`config.mk`:
```
export PLATFORM = sky130hd
export DESIGN_NAME = boot_image_check
export DESIGN_NICKNAME = d
export VERILOG_FILES = /design/src/rtl/boot_image_check.sv
export SDC_FILE = /design/constraint.sdc
export NUM_CORES = 1
export LEC_CHECK = 0
export BUFFER_PORTS_ARGS = -buffer_cell sky130_fd_sc_hd__buf_2
export CAP_MARGIN = 20
export CELL_PAD_IN_SITES_DETAIL_PLACEMENT = 0
export CELL_PAD_IN_SITES_GLOBAL_PLACEMENT = 1
export CORE_MARGIN = 1.5
export CORE_UTILIZATION = 40
export DETAILED_ROUTE_END_ITERATION = 8
export PLACE_DENSITY = 0.74
export SYNTH_ARGS = -nofsm -noshare
export SYNTH_HDL_FRONTEND = slang
export SYNTH_SLANG_ARGS = --single-unit
```
`constraint.sdc`:
```
create_clock -name clk -period 2.33 [get_ports clk]
set_input_delay 0.466 -clock clk [delete_from_list [all_inputs] [get_ports clk]]
set_output_delay 0.466 -clock clk [all_outputs]
set_load 0.1 [all_outputs]
```
`src/rtl/boot_image_check.sv`:
```
module boot_image_check #(
  parameter int WAIT_CYCLES = 36000,
  parameter int DATA_W      = 32,
  parameter int NUM_WORDS   = 8
) (
  input  logic              clk,
  input  logic              rst_n,
  input  logic              wdt_flag,
  input  logic              pin_sample_off,
  input  logic              prog_req_n,
  output logic              mem_req,
  output logic [2:0]        mem_addr,
  input  logic              mem_rvalid,
  input  logic [DATA_W-1:0] mem_rdata,
  output logic              run_user,
  output logic              enter_prog
);
  localparam int AW = $clog2(NUM_WORDS);
  localparam int CW = $clog2(WAIT_CYCLES + 1);

  typedef enum logic [2:0] {
    S_START, S_WAIT, S_FETCH, S_AWAIT, S_DECIDE, S_USER, S_PROG
  } state_t;

  state_t            state;
  logic [CW-1:0]     cnt;
  logic [AW-1:0]     idx;
  logic [DATA_W-1:0] sum;

  always_ff @(posedge clk) begin
    if (!rst_n) begin
      state <= S_START;
      cnt   <= '0;
      idx   <= '0;
      sum   <= '0;
    end else begin
      case (state)
        S_START:  state <= (wdt_flag || pin_sample_off) ? S_FETCH : S_WAIT;
        S_WAIT:
          if (cnt == CW'(WAIT_CYCLES - 1)) state <= prog_req_n ? S_FETCH : S_PROG;
          else cnt <= cnt + 1'b1;
        S_FETCH:  state <= S_AWAIT;
        S_AWAIT:
          if (mem_rvalid) begin
            sum <= sum + mem_rdata;
            if (idx == AW'(NUM_WORDS - 1)) state <= S_DECIDE;
            else begin
              idx   <= idx + 1'b1;
              state <= S_FETCH;
            end
          end
        S_DECIDE: state <= (sum == '0) ? S_USER : S_PROG;
        default:  state <= state;
      endcase
    end
  end

  assign mem_req    = (state == S_FETCH);
  assign mem_addr   = 3'(idx);
  assign run_user   = (state == S_USER);
  assign enter_prog = (state == S_PROG);

  assert_single_outcome_R9: assert property (@(posedge clk) disable iff (!rst_n)
    !(run_user && enter_prog));
  assert_user_held_R9: assert property (@(posedge clk) disable iff (!rst_n)
    run_user |=> run_user);
  assert_prog_held_R9: assert property (@(posedge clk) disable iff (!rst_n)
    enter_prog |=> enter_prog);
  assert_req_pulse_R8: assert property (@(posedge clk) disable iff (!rst_n)
    mem_req |=> !mem_req);
  assert_quiet_after_decision_R9: assert property (@(posedge clk) disable iff (!rst_n)
    (run_user || enter_prog) |-> !mem_req);
  assert_addr_steady_R8: assert property (@(posedge clk) disable iff (!rst_n)
    (mem_req && !$past(mem_rvalid)) |=> $stable(mem_addr));
endmodule

```
==> results of run 1 <==
[registers in the layout (all words and copies together), names as in the netlist]
| name | cells |
|---|---|
| sum | 32 |
| state | 3 |
| mem_addr | 3 |
| cnt | 16 |
[area by class of cell]
cell class	instances	area [um2]	share of cell area, %
inverter	7	26.3	0.524
clock buffer	5	68.8	1.37
clock inverter	2	38.8	0.773
tap	133	166	3.32
sequential	54	1090	21.7
timing repair buffer	116	763	15.2
multi-input combinational	398	2860	57.1
[worst max path at each step]
stage | cells past startpoint | slack, ns | endpoint | from
3_5_place_dp | 11 | -0.27 | sum[31] | mem_rdata[1]
3_3_place_gp | 11 | -0.21 | sum[31] | mem_rdata[1]
4_1_cts | 10 | 0.004 | sum[31] | sum[1]
6_report | 10 | 0.02 | sum[20] | sum[0]
2_1_floorplan | 2 | -0.07 | mem_req | state[1]
5_1_grt | 10 | -0.08 | sum[24] | sum[0]
[kinds of logic after synthesis]
logic type      Yosys count  share of synthesized area [%]
mux                       1                          0.253
xor+xnor                 36                           7.98
simple gates            182                           24.1
buf+inv                  29                           3.99
flops                    54                           27.4
compound gates          144                           25.0
fa+ha+maj                35                           11.3
[cells in the final DEF (no fill, tap or decap), drive strengths merged, types with 2 or more instances in the layout]
| cell type | instances |
|---|---|
| buf | 116 |
| nand2 | 60 |
| dfxtp | 54 |
| a21oi | 48 |
| ha | 34 |
| nor2 | 33 |
| o21ai | 31 |
| nand3 | 25 |
| xnor2 | 19 |
| xor2 | 17 |
| a21o | 17 |
| nand4 | 12 |
| a31oi | 11 |
| nor4 | 9 |
| a211oi | 8 |
| and3 | 7 |
| nor3 | 7 |
| inv | 6 |
| o211ai | 6 |
| nand4b | 5 |
| or3 | 5 |
| clkbuf | 5 |
| o21bai | 5 |
| and2 | 5 |
| nor2b | 3 |
| nor3b | 3 |
| a211o | 3 |
| clkinv | 2 |
| or4 | 2 |
| o2111ai | 2 |
| a31o | 2 |
| a311oi | 2 |
[critical path: stages (launching register included)]
cell	delay, ns
dfxtp_2	0.35
ha_4	0.17
fa_2	0.39
a21o_1	0.19
a31oi_2	0.16
o21bai_2	0.13
a31oi_4	0.28
nor2_1	0.08
or3_1	0.31
nand3_1	0.09
a21oi_1	0.06
[what timing repair did]
item,CTS,global route
buffers inserted,1,1
endpoints found under the setup margin,3,17
resized for setup,0,24
pin swaps,3,14
[per-stage QoR]
step	area [um2]	utilization, %	worst slack (ns)
final	5020	51.8	0.0213
after global routing	5020	51.8	-0.0806
after CTS	4890	50.5	0.00408
after detailed placement	4770	49.3	-0.271
after global placement	4770	49.3	-0.213
after floorplan	3990	-	-0.0686
[report_power, final]
| part | internal [mW] | total (mW) | switching [mW] |
|---|---|---|---|
| Combinational | 0.389 | 0.896 | 0.507 |
| Clock | 0.317 | 0.648 | 0.330 |
| Sequential | 0.976 | 1.04 | 0.0624 |
[metal layers]
layer  track usage (%)  part of all wire [%]  vias up  routed length [um]
li1                  -                     -     1969                   -
met1              29.8                    50     1842                5350
met2              33.8                    46       71                4990
met3              3.49                   3.7        4                 395
met4              4.85                  0.60        0                  65
met5                 0                     0        -                   0
==> metrics.md, run 1 <==
| Metric | Value |
|---|---|
| Outcome | finished, final reports clean |
| Pin count of the biggest net entering global routing | 22 |
| Hold Path Stages | 2 |
| Final #Nets | 655 |
| Hold Path End | sum[16] |
| CP Launch Type | register |
| GRT Util Overall | 21.2% |
| Routed WL | 10.8 mm |
| Final Hold Vio Count | 0 |
| Post-synth EDFFs | 0 |
| Maximum vdd drop | 288 uV |
| Worst-Skew Late Latency | between 0.3 and 0.4 ns |
| Die Span Y | about 100 um |
| Top FF cell, synth | dfxtp_1 |
| CP Capture Type | register |
| R2r setup slk | 0.02 ns |
| Global placer's final weighted congestion | 0.851 |
| Post-DRT Antenna Nets | 0 |
| Main area contributors after synthesis | dfxtp_1 27%, ha_1 11%, a21oi_1 5.8% |
| Yosys cell types | 74 |
| Inst Count DP | 706 |
| Post-synth top area share | 27.4% |
| Area growth, synth to finish | 27.0% |
| Ys Warns | 0 |
| Initial Util | around two fifths |
| Min-delay src | sum[16] |
| Core Rows | 36 |
| Top cell type by total area after synthesis | dfxtp_1 |
| Drt wl/cell | 15.1 um |
| Synthesized flop and latch total | 54 |
| Max Clock Skew | 0.0159 ns |
| Seq/Total Area, Yosys | 27.4% |
| Worst slew pin tran | 0.490 ns |
| Synth Instances | 481 |
| Core Area | 9680 um2 |
| Htree depth | 2 |
| # setup viols final | 0 |
| Vias in the first global route | 3689 |
| DRC Markers | 0 |
| WHS | 0.478 ns |
| Worst-path clk slew | 0.11 ns |
| Routed vias | 3886 |
| CP max FO | 5 |
| Final Cycle Share | 99.1% |
| Die area | about 10000 um2 |
| Leakage Power | about 2.2 nW |
| Drt pass-1 iters | 4 |
| RSZ-0062 raised after global routing | yes |
| Post-Syn Area | 3950 um2 |
| Die span in x | 102 um |
| Req. time, crit path | 2.54 ns |
| Final min period | 2.31 ns |
| Total negative slack | 0 ns |
| CTS Hold Bufs | 0 |
| FFs w/ async S/R, synth | 0% |
| Final Power | around 2.6 mW |
| Fill count | about 1000 |
| Peak Freq | 433 MHz |
| Root buffer cell | clkbuf_8 |
| Syn avg cell area | 8.21 um2 |
| Maxcap violations | 0 |
| IO buf count | 43 |
| Reg2Reg Capture Point | sum[20] |
| Clock buffer count from CTS | 5 |
| Worst Reg-to-Reg Cells | 10 |
| Io pins | 44 |
| Initial DRC count | 122 |
| Syn nets | 554 |
| Initial antenna violation count | 0 |
| Most frequent cell after synthesis | nand2_1 |
| Num Clock Sinks | 54 |
| Ant diodes | 0 |
| Vias per cell | ~5.4 |
| Pwr dens | 515 nW/um2 |
| CP Class | register to register |
| CP arrival | 2.52 ns |
| Max-slew headroom | 67.6% |
| R2R Path Start | sum[0] |
| Non-filler cells, final | 715 |
| Global route overflow | 0 |
| Worst-case clock buffer depth | 2 |
| Most frequent cells after synthesis | 59 x nand2_1, 54 x dfxtp_1, 46 x a21oi_1 |
| Layout cell share with drive strength beyond 1 | 30.2% |
| CTS tree | yes |
| Dpl hpwl | 8.29 mm |
| Slew Limit Fails | 0 |
| First-pass GRT wire length | around 18 mm |
| Type of the worst min-delay path | register to register |
Note: power is estimated with default switching activity, not from simulation.
==> run 2: changes to the inputs <==
--- a/config.mk
+++ b/config.mk
@@ -12,6 +12,7 @@
 export CORE_MARGIN = 1.5
 export CORE_UTILIZATION = 40
 export DETAILED_ROUTE_END_ITERATION = 8
+export GPL_TIMING_DRIVEN = 0
 export PLACE_DENSITY = 0.74
 export SYNTH_ARGS = -nofsm -noshare
 export SYNTH_HDL_FRONTEND = slang
==> metrics.md, run 2 (synthesis gave the netlist of run 1 again) <==
| Metric | Value |
|---|---|
| Root buffer cell | clkbuf_8 |
| Clock buffer count from CTS | 5 |
| Hold Path Stages | 2 |
| Non-filler cells, final | 683 |
| Worst-Skew Late Latency | 0.31 ns |
| Dpl hpwl | 7.90 mm |
| Final #Nets | 623 |
| Final Cycle Share | 102% |
| Drt pass-1 iters | 4 |
| Routed vias | 3756 |
| Maximum vdd drop | 269 uV |
| CTS Hold Bufs | 0 |
| Largest register FFs | 32 |
| Dpl ws | -0.430 ns |
| Peak Freq | ~420 MHz |
| Most common cell after layout, fill and taps aside | nand2_1 |
| Commonest non-fill, non-tap cells in the layout | 59 x nand2_1, 45 x buf_2, 43 x dfxtp_1 |
| # setup viols final | 2 |
| Layout cell share with drive strength beyond 1 | 28.5% |
| Initial Util | 40.8% |
| Reg2Reg Capture Point | sum[26] |
| CP arrival | 2.58 ns |
| Num Clock Sinks | 54 |
| Io pins | 44 |
| CP Launch Type | register |
| Pin count of the biggest net entering global routing | 17 |
| Register area | 1100 um2 |
| Worst Setup SP | sum[0] |
| Maxcap violations | 0 |
| R2R Path Start | sum[0] |
| Routed WL | 10.8 mm |
| Max Clock Skew | 0.0118 ns |
| Leakage Power | 1.98 nW |
| Fill count | 947 |
| CP max FO | 5 |
| Core Area | 9680 um2 |
| Drt wl/cell | roughly 16 um |
| Htree depth | 2 |
| Initial DRC count | 128 |
| Global placer's final weighted congestion | 0.828 |
| GRT Util Overall | 21.3% |
| Top reg by flops | sum |
| Multi-input logic area | 3040 um2 |
| Req. time, crit path | 2.54 ns |
| Min-delay src | sum[5] |
| DRC Markers | 0 |
| CTS tree | yes |
| Outcome | finished with violations |
| Vias in the first global route | 3538 |
| Vias per cell | 5.50 |
| Failing checks | negative setup slack |
| Inst Count DP | around 660 |
| Pwr dens | 500 nW/um2 |
| Global route overflow | 0 |
| IO buf count | 43 |
| Die area | 10500 um2 |
| Initial antenna violation count | 0 |
| Final setup margin | -0.0404 ns |
| Worst-case clock buffer depth | 2 |
| Worst slew pin tran | 0.630 ns |
| Final min period | ~2.4 ns |
| Worst-path clk slew | 0.10 ns |
| Final Hold Vio Count | 0 |
| Hold Path End | sum[5] |
| Die span in x | 102 um |
| CP Capture Type | register |
| First-pass GRT wire length | 17.5 mm |
| Worst Reg-to-Reg Cells | 10 |
| Top flop regs | sum x32, cnt x16 |
| Slew Limit Fails | 0 |
| Core Rows | 36 |
| CP Class | register to register |
| Post-DRT Antenna Nets | 0 |
| Final Util | 50.7% |
| WHS | roughly 0.47 ns |
| R2r setup slk | -0.04 ns |
| Type of the worst min-delay path | register to register |
| Ant diodes | 0 |
| Die Span Y | 102 um |
| Max-slew headroom | 58.0% |
| Area growth, synth to finish | 24.4% |
| RSZ-0062 raised after global routing | yes |
-- run 2: stage by stage --
step           cell area [um2]  setup TNS [ns]  power [mW]
2_1_floorplan             3990         -0.0721        1.64
3_3_place_gp              4370           -5.35        1.82
3_5_place_dp              4370           -5.36        1.83
4_1_cts                   4630          -0.504        2.41
5_1_grt                   4910          -0.855        2.61
6_report                  4910         -0.0405        2.46
-- run 2: cell type report --
class | instances | area share, %
plain buffers | 19 | 2.32
flip-flops and latches | 54 | 22.4
multi-input cells | 398 | 61.8
clock inverters | 2 | 0.280
repair buffers | 65 | 7.87
well taps | 133 | 3.39
clock buffers | 5 | 1.40
inverters | 7 | 0.535
-- run 2: routing by layer --
metal  up-vias  wire (um)  GRT usage, %  share of wire (%)
li1       1908          -             -                  -
met1      1752       5460          30.0                 50
met5         -          0             0                  0
met2        85       4860          33.8                 45
met4         0        132          5.48                1.2
met3        11        392          3.42                3.6
-- run 2: worst max path at each step --
stage / endpoint / slack, ns / cells past startpoint
floorplan: mem_req / -0.07 / 2
global placement: sum[11] / -0.42 / 10
detailed placement: sum[30] / -0.43 / 11
CTS: sum[26] / -0.12 / 10
global route: sum[30] / -0.11 / 10
finish: sum[26] / -0.04 / 10
-- run 2: report_power, final --
group	total, mW	internal (mW)	switching, mW
combinational	0.887	0.357	0.530
clock	0.536	0.209	0.327
sequential	1.03	0.975	0.0577
total	2.46	1.54	0.915
-- run 2: critical path: stages, from the launching register on --
cell and delay (ns):
dfxtp_4 0.37, ha_4 0.16, fa_2 0.34, a21o_1 0.22, a31oi_4 0.19, o21bai_4 0.10
a31oi_4 0.30, o31ai_4 0.12, a31oi_1 0.21, xor2_1 0.19, o21ai_1 0.07
-- run 2: timing repair --
item,CTS,global route
pin swaps,17,35
cloned,0,0
resized for setup,20,53
endpoints found under the setup margin,12,21
setup buffers,11,11
==> run 3: changes to the inputs <==
--- a/config.mk
+++ b/config.mk
@@ -13,7 +13,7 @@
 export CORE_UTILIZATION = 40
 export DETAILED_ROUTE_END_ITERATION = 8
 export GPL_TIMING_DRIVEN = 0
-export PLACE_DENSITY = 0.74
+export PLACE_DENSITY = 0.72
 export SYNTH_ARGS = -nofsm -noshare
 export SYNTH_HDL_FRONTEND = slang
 export SYNTH_SLANG_ARGS = --single-unit
==> constraint.sdc (replaced) <==
create_clock -name clk -period 2.35 [get_ports clk]
set_input_delay 0.47 -clock clk [delete_from_list [all_inputs] [get_ports clk]]
set_output_delay 0.47 -clock clk [all_outputs]
set_load 0.1 [all_outputs]
==> metrics.md, run 3 (synthesis gave the netlist of run 1 again) <==
| Metric | Value |
|---|---|
| Largest register FFs | 32 |
| Final #Nets | 616 |
| Die area | between 10000 and 15000 um2 |
| Vias in the first global route | between 3k and 4k |
| # setup viols final | 0 |
| Worst slew pin tran | 0.634 ns |
| Global placer's final weighted congestion | 0.864 |
| Commonest non-fill, non-tap cells in the layout | 59 x nand2_1, 46 x buf_2, 44 x dfxtp_1 |
| GRT Util Overall | 20.3% |
| CP Capture Type | register |
| CP Launch Type | register |
| CTS tree | yes |
| Most common cell after layout, fill and taps aside | nand2_1 |
| Max Clock Skew | 0.00952 ns |
| Io pins | 44 |
| Leakage Power | 1.96 nW |
| Initial Util | between 40 and 50% |
| Hold Path End | sum[18] |
| Final Hold Vio Count | 0 |
| Slew Limit Fails | 0 |
| Core Area | 9680 um2 |
| Post-DRT Antenna Nets | 0 |
| Vias per cell | 5.48 |
| Maximum vdd drop | 310 uV |
| Pin count of the biggest net entering global routing | 17 |
| CP arrival | around 2.5 ns |
| Num Clock Sinks | 54 |
| Final min period | 2.30 ns |
| Routed vias | 3707 |
| Core Rows | 36 |
| R2R Path Start | sum[0] |
| Initial antenna violation count | 0 |
| Initial DRC count | 94 |
| DRC Markers | 0 |
| Final Util | between 50% and 60% |
| Area growth, synth to finish | 22.7% |
| Req. time, crit path | 2.54 ns |
| Drt wl/cell | roughly 16 um |
| Drt pass-1 iters | 4 |
| IO buf count | 43 |
| Root buffer cell | clkbuf_8 |
| First-pass GRT wire length | between 15 and 20 mm |
| Layout Cell Area excl Fill | 4850 um2 |
| CP Class | register to register |
| Layout cell share with drive strength beyond 1 | about 26% |
| Worst-path clk slew | 0.10 ns |
| Die Span Y | 102 um |
| Part of the power in registers | 41.6% |
| Worst Reg-to-Reg Cells | 10 |
| Fill count | 984 |
| Final Cycle Share | 98.0% |
| Power share of the clock group | a little under a quarter |
| CP max FO | 5 |
| Global route overflow | 0 |
| Sw Ratio | a little over a third |
| Int Power | 1.57 mW |
| Peak Freq | around 430 MHz |
| Top reg by flops | sum |
| Clock buffer count from CTS | 5 |
| Non-filler cells, final | 677 |
| Hold Path Stages | 2 |
| P_sw | approximately 0.89 mW |
| Ant diodes | 0 |
| Combinational share of power | 35.4% |
| Dpl hpwl | 7.91 mm |
| R2r setup slk | 0.05 ns |
| Pwr dens | a little over 500 nW/um2 |
| Max-slew headroom | ~58% |
| Final Power | about 2.5 mW |
| Reg2Reg Capture Point | sum[20] |
| Inst Count DP | 657 |
| Min-delay src | sum[18] |
| Routed WL | 10.8 mm |
| Worst-Skew Late Latency | 0.31 ns |
| Top flop regs | sum x32, cnt x16 |
| Htree depth | 2 |
| Outcome | finished, final reports clean |
| Maxcap violations | 0 |
| RSZ-0062 raised after global routing | yes |
| Worst-case clock buffer depth | 2 |
| Type of the worst min-delay path | register to register |
| Die span in x | 102 um |
| Dpl cell area | 4370 um2 |
-- run 3: changes by cell type in the layout (fill, tap and decap cells not counted), sizes merged --
cell    previous run  this run
clkinv             2         1
buf               68        62
clkbuf            21        22
-- run 3: metrics by stage --
stage	setup TNS [ns]	worst slack [ns]	hold WS (ns)
floorplan	-0.0526	-0.0526	0.448
global placement	-5.43	-0.424	0.463
detailed placement	-5.29	-0.415	0.468
CTS	-0.241	-0.0700	0.491
global route	-0.224	-0.0638	0.503
finish	0	0.0479	0.482
-- run 3: timing repair --
action | 4_1_cts | 5_1_grt
resized for setup | 22 | 36
hold buffers | 0 | 0
cloned | 0 | 0
buffers inserted | 7 | 8
endpoints found under the setup margin | 12 | 18
pin swaps | 16 | 17
-- run 3: critical path, cell delays in order, from the launching register on --
cell	delay (ns)
dfxtp_4	0.36
ha_4	0.16
fa_2	0.35
a21o_1	0.20
a31oi_4	0.17
o21bai_4	0.11
a31oi_4	0.28
nor2_1	0.09
or3_1	0.31
nand3_1	0.09
a21oi_1	0.07
-- run 3: layout make-up --
| cell class | instances | area, um2 | share of cell area (%) |
|---|---|---|---|
| multi-input combinational | 398 | 3020 | 62.2 |
| sequential | 54 | 1100 | 22.7 |
| timing repair buffer | 58 | 332 | 6.84 |
| tap | 133 | 166 | 3.43 |
| buffer | 19 | 113 | 2.32 |
| clock buffer | 7 | 86.3 | 1.78 |
| inverter | 7 | 26.3 | 0.542 |
| clock inverter | 1 | 8.76 | 0.181 |
-- run 3: per-layer routing --
metal  GRT usage, %  up-vias  wire [um]  part of all wire [%]
met5              0        -          0                     0
met4           3.79        0         86                  0.79
met3           2.94        8        375                   3.5
met2           32.2       63       4820                    44
met1           29.5     1735       5570                    51
li1               -     1901          -                     -
-- run 3: how the worst max path moves through the flow --
stage | startpoint | to | cells past startpoint
2_1_floorplan | state[1] | mem_req | 2
3_3_place_gp | mem_rdata[0] | sum[30] | 11
3_5_place_dp | mem_rdata[0] | sum[30] | 11
4_1_cts | sum[0] | sum[26] | 10
5_1_grt | sum[0] | sum[20] | 10
6_report | sum[0] | sum[20] | 10
-- run 3: power by group through the flow --
stage / sequential [mW] / clock, mW / combinational [mW]
3_5_place_dp: 1.04 / 0 / 0.775
6_report: 1.02 / 0.565 / 0.870
4_1_cts: 1.02 / 0.587 / 0.808
3_3_place_gp: 1.04 / 0 / 0.766
2_1_floorplan: 1.04 / 0 / 0.590
5_1_grt: 1.03 / 0.616 / 0.957
